--- src/rtl/ocmp_pkg.sv ---
package ocmp_pkg;
  localparam int NCH = 2;
  localparam int ADDR_W = 3;

  typedef enum logic [ADDR_W-1:0] {
    RA_CTLA = 3'd0,
    RA_CTLB = 3'd1,
    RA_STAT = 3'd2,
    RA_C1H  = 3'd3,
    RA_C1L  = 3'd4,
    RA_C2H  = 3'd5,
    RA_C2L  = 3'd6,
    RA_NONE = 3'd7
  } reg_addr_e;

  typedef enum logic [1:0] {
    CK_DIV2 = 2'b00,
    CK_DIV4 = 2'b01,
    CK_DIV8 = 2'b10,
    CK_EXT  = 2'b11
  } clk_sel_e;

  // control A bit positions
  localparam int CA_IRQEN = 2;
  localparam int CA_FRC0  = 3;
  localparam int CA_LVL0  = 5;
  // control B bit positions
  localparam int CB_OE0 = 0;
  localparam int CB_OPM = 2;
  localparam int CB_PWM = 3;

  typedef struct packed {
    logic [NCH-1:0] lvl;
    logic           irq_en;
    clk_sel_e       sel;
  } ctla_t;

  typedef struct packed {
    logic           pwm;
    logic           opm;
    logic [NCH-1:0] oe;
  } ctlb_t;

  // slow rates see the counter one step later
  function automatic logic late_match(clk_sel_e s);
    return (s == CK_DIV8) || (s == CK_EXT);
  endfunction

  function automatic logic [ADDR_W-1:0] cmp_hi_addr(int ch);
    return ADDR_W'(int'(RA_C1H) + 2 * ch);
  endfunction
endpackage

--- src/rtl/ocmp_clkgen.sv ---
module ocmp_clkgen
  import ocmp_pkg::*;
#(
  parameter int CNT_W = 16,
  parameter logic [CNT_W-1:0] RST_COUNT = {{(CNT_W-2){1'b1}}, 2'b00},
  parameter int PSC_W = 3
) (
  input  logic             clk,
  input  logic             rst_n,
  input  clk_sel_e         sel,
  input  logic             ext_tick,
  output logic [CNT_W-1:0] count,
  output logic             moved
);
  logic [PSC_W-1:0] psc;
  logic [PSC_W-1:0] mask;
  logic             tick;

  always_comb begin
    case (sel)
      CK_DIV2: mask = PSC_W'(1);
      CK_DIV4: mask = PSC_W'(3);
      CK_DIV8: mask = PSC_W'(7);
      default: mask = '0;
    endcase
  end

  assign tick = (sel == CK_EXT) ? ext_tick : ((psc & mask) == mask);

  always_ff @(posedge clk) begin
    if (!rst_n) begin
      psc   <= '0;
      count <= RST_COUNT;
      moved <= 1'b0;
    end else begin
      psc   <= psc + 1'b1;
      moved <= tick;
      if (tick) count <= count + 1'b1;
    end
  end
endmodule

--- src/rtl/ocmp_channel.sv ---
module ocmp_channel #(
  parameter int CNT_W = 16,
  parameter bit DISABLED = 1'b0,
  parameter logic [CNT_W-1:0] CMP_RST = '1
) (
  input  logic               clk,
  input  logic               rst_n,
  input  logic               wr_hi,
  input  logic               wr_lo,
  input  logic               lo_touch,
  input  logic               stat_read,
  input  logic [CNT_W/2-1:0] wdata,
  input  logic [CNT_W-1:0]   count,
  input  logic               moved,
  input  logic               late,
  input  logic               oe,
  input  logic               lvl,
  input  logic               force_go,
  input  logic               force_lvl,
  output logic [CNT_W-1:0]   cmp,
  output logic               flag,
  output logic               pin
);
  localparam int BW = CNT_W / 2;

  logic             inhibit;
  logic             seen;
  logic             hit;
  logic [CNT_W-1:0] target;

  assign target = cmp + {{(CNT_W-1){1'b0}}, late};

  generate
    if (DISABLED) begin : g_off
      assign hit = 1'b0;
    end else begin : g_on
      assign hit = moved && !inhibit && (count == target);
    end
  endgenerate

  always_ff @(posedge clk) begin
    if (!rst_n) begin
      cmp     <= CMP_RST;
      inhibit <= 1'b1;
      seen    <= 1'b0;
      flag    <= 1'b0;
      pin     <= 1'b0;
    end else begin
      if (wr_hi) begin
        cmp[CNT_W-1:BW] <= wdata;
        inhibit         <= 1'b1;
      end
      if (wr_lo) begin
        cmp[BW-1:0] <= wdata;
        inhibit     <= 1'b0;
      end
      if (stat_read && flag) seen <= 1'b1;
      else if (lo_touch)     seen <= 1'b0;
      if (hit)                   flag <= 1'b1;
      else if (lo_touch && seen) flag <= 1'b0;
      if (force_go)       pin <= force_lvl;
      else if (hit && oe) pin <= lvl;
    end
  end
endmodule

--- src/rtl/ocmp_timer.sv ---
module ocmp_timer
  import ocmp_pkg::*;
#(
  parameter int CNT_W = 16,
  parameter logic [CNT_W-1:0] RST_COUNT = {{(CNT_W-2){1'b1}}, 2'b00},
  parameter bit CH2_WRITE_ONLY = 1'b0
) (
  input  logic                 clk,
  input  logic                 rst_n,
  input  logic                 reg_wr,
  input  logic                 reg_rd,
  input  logic [ADDR_W-1:0]    reg_addr,
  input  logic [CNT_W/2-1:0]   reg_wdata,
  output logic [CNT_W/2-1:0]   reg_rdata,
  input  logic                 ext_tick,
  output logic [CNT_W-1:0]     count,
  output logic [NCH-1:0]       cmp_pin,
  output logic [NCH-1:0]       cmp_pin_en,
  output logic                 irq
);
  localparam int BW = CNT_W / 2;

  reg_addr_e ra;
  ctla_t     ctla;
  ctlb_t     ctlb;
  logic      moved;
  logic      late;
  logic      stat_read;
  logic      force_ok;
  logic      irq_en_w;

  logic [NCH-1:0] wr_hi, wr_lo, lo_touch, flag, force_go, force_lvl, oe_w;
  logic [CNT_W-1:0] cmp_v [NCH];

  assign ra        = reg_addr_e'(reg_addr);
  assign late      = late_match(ctla.sel);
  assign stat_read = reg_rd && (ra == RA_STAT);
  assign force_ok  = !ctlb.opm && !ctlb.pwm;
  assign irq_en_w  = ctla.irq_en;
  assign oe_w      = ctlb.oe;

  always_ff @(posedge clk) begin
    if (!rst_n) begin
      ctla <= '0;
      ctlb <= '0;
    end else if (reg_wr) begin
      if (ra == RA_CTLA) begin
        ctla.sel    <= clk_sel_e'(reg_wdata[1:0]);
        ctla.irq_en <= reg_wdata[CA_IRQEN];
        ctla.lvl    <= reg_wdata[CA_LVL0 +: NCH];
      end
      if (ra == RA_CTLB) begin
        ctlb.oe  <= reg_wdata[CB_OE0 +: NCH];
        ctlb.opm <= reg_wdata[CB_OPM];
        ctlb.pwm <= reg_wdata[CB_PWM];
      end
    end
  end

  ocmp_clkgen #(
    .CNT_W(CNT_W),
    .RST_COUNT(RST_COUNT)
  ) u_clkgen (
    .clk(clk),
    .rst_n(rst_n),
    .sel(ctla.sel),
    .ext_tick(ext_tick),
    .count(count),
    .moved(moved)
  );

  genvar i;
  generate
    for (i = 0; i < NCH; i++) begin : g_ch
      assign wr_hi[i]     = reg_wr && (reg_addr == cmp_hi_addr(i));
      assign wr_lo[i]     = reg_wr && (reg_addr == cmp_hi_addr(i) + 1'b1);
      assign lo_touch[i]  = (reg_wr || reg_rd) && (reg_addr == cmp_hi_addr(i) + 1'b1);
      assign force_go[i]  = reg_wr && (ra == RA_CTLA) && reg_wdata[CA_FRC0 + i] && force_ok;
      assign force_lvl[i] = reg_wdata[CA_LVL0 + i];

      ocmp_channel #(
        .CNT_W(CNT_W),
        .DISABLED((i == NCH - 1) && CH2_WRITE_ONLY)
      ) u_ch (
        .clk(clk),
        .rst_n(rst_n),
        .wr_hi(wr_hi[i]),
        .wr_lo(wr_lo[i]),
        .lo_touch(lo_touch[i]),
        .stat_read(stat_read),
        .wdata(reg_wdata),
        .count(count),
        .moved(moved),
        .late(late),
        .oe(oe_w[i]),
        .lvl(ctla.lvl[i]),
        .force_go(force_go[i]),
        .force_lvl(force_lvl[i]),
        .cmp(cmp_v[i]),
        .flag(flag[i]),
        .pin(cmp_pin[i])
      );
    end
  endgenerate

  always_comb begin
    reg_rdata = '0;
    case (ra)
      RA_CTLA: begin
        reg_rdata[1:0]               = ctla.sel;
        reg_rdata[CA_IRQEN]          = ctla.irq_en;
        reg_rdata[CA_LVL0 +: NCH]    = ctla.lvl;
      end
      RA_CTLB: begin
        reg_rdata[CB_OE0 +: NCH] = ctlb.oe;
        reg_rdata[CB_OPM]        = ctlb.opm;
        reg_rdata[CB_PWM]        = ctlb.pwm;
      end
      RA_STAT: reg_rdata[NCH-1:0] = flag;
      RA_C1H:  reg_rdata = cmp_v[0][CNT_W-1:BW];
      RA_C1L:  reg_rdata = cmp_v[0][BW-1:0];
      RA_C2H:  reg_rdata = CH2_WRITE_ONLY ? '0 : cmp_v[1][CNT_W-1:BW];
      RA_C2L:  reg_rdata = CH2_WRITE_ONLY ? '0 : cmp_v[1][BW-1:0];
      default: reg_rdata = '0;
    endcase
  end

  assign cmp_pin_en = oe_w;
  assign irq        = irq_en_w && (|flag);
endmodule

--- config.mk ---
export PLATFORM = sky130hd
export DESIGN_NAME = ocmp_timer
export DESIGN_NICKNAME = d
export VERILOG_FILES = /design/src/rtl/ocmp_pkg.sv /design/src/rtl/ocmp_clkgen.sv /design/src/rtl/ocmp_channel.sv /design/src/rtl/ocmp_timer.sv
export SDC_FILE = /design/constraint.sdc
export NUM_CORES = 1
export LEC_CHECK = 0
export BUFFER_PORTS_ARGS = -buffer_cell sky130_fd_sc_hd__buf_4
export CORE_ASPECT_RATIO = 0.5
export CORE_MARGIN = 2
export CORE_UTILIZATION = 40
export DETAILED_ROUTE_END_ITERATION = 6
export SLEW_MARGIN = 10
export SYNTH_ARGS = -nofsm -noshare
export SYNTH_HDL_FRONTEND = slang
export SYNTH_SLANG_ARGS = --single-unit
--- constraint.sdc ---
create_clock -name clk -period 3.9 [get_ports clk]
set_input_delay 0.975 -clock clk [delete_from_list [all_inputs] [get_ports clk]]
set_output_delay 0.975 -clock clk [all_outputs]
set_load 0.05 [all_outputs]
**Word level (Yosys, flattened, before mapping)**

Index checks and enable logic that the tools add are counted.

- Register bits: 69
- Output and inout port bits: 29
- Logic and storage cells: 105

- Add/sub/neg operators: 4
- Eq/ne operators: 12
- Multiplexer cells: 24
- Bitwise operators: 1
- Reduce and logical (&&, ||, !) cells: 43

Operators by type and width:

| cell | number |
|---|---|
| adder 16 x 1 -> 16 bit | 2 |
| equality test 16 bit | 2 |
| logical AND 1 bit | 24 |
| two-way mux 1 bit | 17 |
| adder 16 x 1 -> 16 bit (second input constant) | 1 |
| nonzero test 2 bit | 8 |
| case mux 2 bit (7 select lines) | 1 |
| case mux 2 bit (5 select lines) | 1 |
| equality test 3 bit (second input constant) | 3 |
| case mux 3 bit (3 select lines) | 1 |
| case mux 1 bit (4 select lines) | 2 |
| equality test 3 x 2 -> 1 bit (second input constant) | 2 |
| case mux 1 bit (6 select lines) | 1 |
| case mux 1 bit (5 select lines) | 1 |
| equality test 2 bit (second input constant) | 2 |
| logical NOT 1 bit | 4 |
| AND reduction 2 bit | 2 |
| adder 3 x 1 -> 3 bit (second input constant) | 1 |
| bitwise AND 3 bit | 1 |
| equality test 3 x 1 -> 1 bit (second input constant) | 1 |
| equality test 3 bit | 1 |
| logical NOT 3 bit | 1 |
| equality test 2 x 1 -> 1 bit (second input constant) | 1 |
| logical NOT 2 bit | 1 |
| other kinds (2) | 3 |

**Logic depth before layout (Yosys ltp)**

- Depth in word-level cells: 8
- Gate-level depth with buffers: 12
- Mapped depth without buffers: 12

**Modules after synthesis**

A second synthesis with hierarchy kept.

- Cells, all modules: 528
- Area total of the unflattened synthesis: 4630.7 um^2

By module, submodules not included:

| module | instances | cells each | area an instance (um^2) |
|---|---|---|---|
| ocmp_channel | 2 | 158 | 1390.1 |
| ocmp_clkgen | 1 | 108 | 968.4 |
| ocmp_timer | 1 | 104 | 882.1 |

**Worst setup path before layout**

No wires, ideal clock.

- Path kind: input to output
- From: in reg_addr[1]
- To: out reg_rdata[3]
- Data arrival time: 2.745 ns
- Data required time: 2.925 ns
- Slack: 0.180 ns
- Stages: 4
- Path through: clkbuf_1 > buf_1 > mux2i_1 > o21ai_0

- Longest elaborated chain between the ends: 2
- Elaborated cells on any way between the ends: 6
- Classes of those cells: eq/ne: 5; mux: 1

RTL lines:

| what | RTL line | source |
|---|---|---|
| from (decl) | ocmp_timer.sv:12 | `input logic [ADDR_W-1:0] reg_addr,` |
| equality test 3 bit (tied with other cells) | ocmp_timer.sv:108 | `case (ra)` |
| case mux 1 bit (5 select lines) * | ocmp_timer.sv:108 |  |
| to (decl) | ocmp_timer.sv:14 | `output logic [CNT_W/2-1:0] reg_rdata,` |

Every way passes the cells marked *; elsewhere a longest branch is shown, timed or not.

**Worst setup path in the final report**

- From: reg ctla[1] (netlist name)
- To: reg g_ch[1].u_ch.pin

- Longest elaborated chain between the ends: 7
- Elaborated cells on any way between the ends: 8
- Classes of those cells: add/sub: 1; eq/ne: 3; reduce/logical: 4

RTL lines:

| what | RTL line | source |
|---|---|---|
| equality test 2 bit | ocmp_pkg.sv:46 | `return (s == CK_DIV8) \|\| (s == CK_EXT);` |
| logical OR 1 bit * | ocmp_pkg.sv:46 |  |
| adder 16 x 1 -> 16 bit * | ocmp_channel.sv:31 | `assign target = cmp + {{(CNT_W-1){1'b0}}, late};` |
| equality test 16 bit * | ocmp_channel.sv:37 | `assign hit = moved && !inhibit && (count == target);` |
| logical AND 1 bit * | ocmp_channel.sv:37 |  |
| logical AND 1 bit * | ocmp_channel.sv:62 | `else if (hit && oe) pin <= lvl;` |
| nonzero test 2 bit (no source line) * | - |  |
| to (signal assigned) | ocmp_channel.sv:61 | `if (force_go) pin <= force_lvl;` |
| to (signal assigned) | ocmp_channel.sv:62 |  |
| to (decl) | ocmp_channel.sv:22 | `output logic pin` |

Marked as above.
A chain may end at the register's enable or synchronous reset.

==> summary.txt <==
RSZ-0062 raised after global routing - no
WL/cell - 18.13 um
CP Max Fanout - 6
Cell Chain, Critical Path - ha_1, or2_2, ha_1, ha_1, and2_2, nor3b_1, or4_1, a32oi_1, o2111ai_1, or4_1, o211ai_2
share of layout cells above drive strength 1 - 14.01%
minimum clock period - 3.429 ns
mapped cell area - 0.004437 mm^2
Synth Net Count - 578
crit path max-delay cell type - or4_1
num ports - 45
CP Launch Type - flop
Critical R2R Launch - ctla[1]
run status - finished clean
Syn Area/Cell - 8.052 um^2
Crit Path Class - reg2reg
Worst Reg2Reg Path Length in Cells - 11
Ant. Diodes - 0
top cells by area, synth - dfxtp_1, nand2_1, nand3_1
Logic pwr share - 14.8%
first-pass GRT wire length - 20710 um
fin. max-slew vios - 0
Reg power frac - 41.2%
clock slew at reported path FFs - 0.06 ns
Total Die Area - 0.01200 mm^2
most frequent cell after synthesis - nand2_1
gr ovfl total - 0
gpl congestion - 0.9255
Gate Count Post-Synth - 551
clock skew - 0.008880 ns
Die Span X - 152.9 um
worst slew pin tran - 0.7656 ns
Synth top area share - 31.13%
WHS Path Cells - 1
RR Endpoint - g_ch[1].u_ch.pin
H-tree depth - 3
Max-slew headroom - 48.78%
detailed placement HPWL - 9561 um
reg2reg setup slack - 0.47 ns
CTS tree - built
# setup viols final - 0
hold_buf cts - 0
max_cap viols - 0
CTS buffer count - 9
vias per cell - 5.723
post-CTS setup buffer count - 0
largest net degree at the start of global routing - 53
top cells by count, synth - nand2_1, dfxtp_1, nand3_1
Leak - 2.118 nW
chip height - 78.47 um
Worst Hold Launch - u_clkgen.psc[0]
cell row count - 27
EDFF count, synth - 0
Hold Slack - 0.4626 ns
Power Internal - 0.001322 W
via count - 4138
part of the cycle the worst path needs - 87.93%
biggest cell delay along the critical path - 0.55 ns
Total GRT Usage - 22.36%
Clk network pwr share - 44.0%
Routed Antenna Nets - 0
switching share of total power - 28.82%
Longest Clk Path Bufs - 2
sequential share of the synthesized area - 31.13%
Synth cell types - 72
asr flop ratio synth - 0%
clock root cell - clkbuf_16
Synth Warn # - 0
clk sinks - 69
Core ar. - 0.01091 mm^2
delay-heaviest family, CP - simple AND/OR/NAND/NOR gates
Pre-antenna DRT Iters - 4
hold crit path type - reg2reg
switching pwr - 0.0005354 W
port bufs - 44
#FFs+latches synth - 69
Critical Path RT - 4.17 ns
Crit path top cell by count - ha_1
post-synth top area cell - dfxtp_1
Crit. End Element - flop
Buf+Inv Stages, Crit Path - 0
post-CTS sizing - 0
clk_lat worst skew - 0.35 ns
Nets - 601
vias in the first global route - 3733
drc violations - 0
Initial Util - 40.66%
DRT Wirelength - 13110 um
PD cells - 368.7 mW/mm^2
Hold Path End - u_clkgen.psc[0]
Max VDD drop - 0.2055 mV
antenna violations before repair - 0
Peak Freq - 0.2916 GHz
setup TNS - 0 ns
CP arrival - 3.70 ns
number of DRC markers in iteration 0 - 267
Hold Fails Final Rpt - 0
ys flop type - dfxtp_1
Area Overhead vs Synth - 13.56%
## worst max path at each step
| stage | cells past startpoint | slack (ns) | start | endpoint |
|---|---|---|---|---|
| 6_report | 11 | 0.47 | ctla[1] | g_ch[1].u_ch.pin |
| 5_1_grt | 12 | 0.33 | ctla[0] | g_ch[1].u_ch.pin |
| 4_1_cts | 11 | 0.52 | ctla[1] | g_ch[1].u_ch.pin |
| 3_5_place_dp | 12 | 0.52 | ctla[0] | g_ch[1].u_ch.pin |
| 3_3_place_gp | 11 | 0.62 | ctla[1] | g_ch[1].u_ch.pin |
| 2_1_floorplan | 4 | 0.18 | reg_addr[1] | reg_rdata[3] |
## metrics by stage
stage / instances / setup slack, ns / util (%) / power, W / area, um^2
2_1_floorplan: 551 / 0.1796 / - / 0.0009709 / 4437
3_3_place_gp: 708 / 0.6199 / 43.52 / 0.001051 / 4748
6_report: 723 / 0.4707 / 46.18 / 0.001858 / 5039
4_1_cts: 723 / 0.5182 / 46.18 / 0.001865 / 5039
5_1_grt: 723 / 0.3273 / 46.18 / 0.001925 / 5039
3_5_place_dp: 708 / 0.5211 / 43.52 / 0.001053 / 4748
## cells by family after synthesis
kind of cell	share of synthesized area, %
mux	5.273
compound gates	13.54
xor+xnor	8.488
flops	31.13
fa+ha+maj	3.102
buf+inv	5.612
simple gates	32.85
## area by class of cell
class                           count  area [um^2]
Fill cell                        1087         5873
Multi-Input combinational cell    439         2806
Sequential cell                    69         1381
Timing Repair Buffer               46        345.3
Clock buffer                        9        225.2
Tap cell                          145        181.4
Clock inverter                      6        65.06
Inverter                            9        33.78
## registers in the layout (all words and copies together) (netlist names), 2 cells and up
name / cells
g_ch.u_ch.cmp: 32
u_clkgen.count: 16
ctla: 4
u_clkgen.psc: 3
cmp_pin_en: 2
ctlb: 2
g_ch.u_ch.flag: 2
g_ch.u_ch.inhibit: 2
g_ch.u_ch.pin: 2
g_ch.u_ch.seen: 2
## cells in the final DEF, fill, tap and decap left out, types with 6 or more instances in the layout
master	count
a21boi_0	6
a21oi_1	12
and2_1	7
and3_1	15
and4_1	7
buf_4	46
clkbuf_16	9
dfxtp_1	69
ha_1	11
inv_1	9
mux2i_1	20
nand2_1	103
nand2b_1	6
nand3_1	51
nand4_1	14
nor2_1	21
nor2b_1	17
nor3_1	7
o21ai_0	23
xnor2_1	21
xor2_1	22
## power groups by stage
stage | sequential, W | clock, W | combinational [W]
3_5_place_dp | 0.000780 | 0 | 0.000273
6_report | 0.000766 | 0.000817 | 0.000275
2_1_floorplan | 0.000771 | 0 | 0.000200
4_1_cts | 0.000765 | 0.000827 | 0.000274
5_1_grt | 0.000769 | 0.000857 | 0.000299
3_3_place_gp | 0.000780 | 0 | 0.000271
## per-layer routing
layer	vias to the layer above	track usage, %	share of wire, %
met5	-	0	0
met2	125	33.59	42
li1	2009	-	-
met1	1991	32.40	51
met4	0	5.648	1.3
met3	13	4.859	5.4
(Power assumes the default switching activity.)
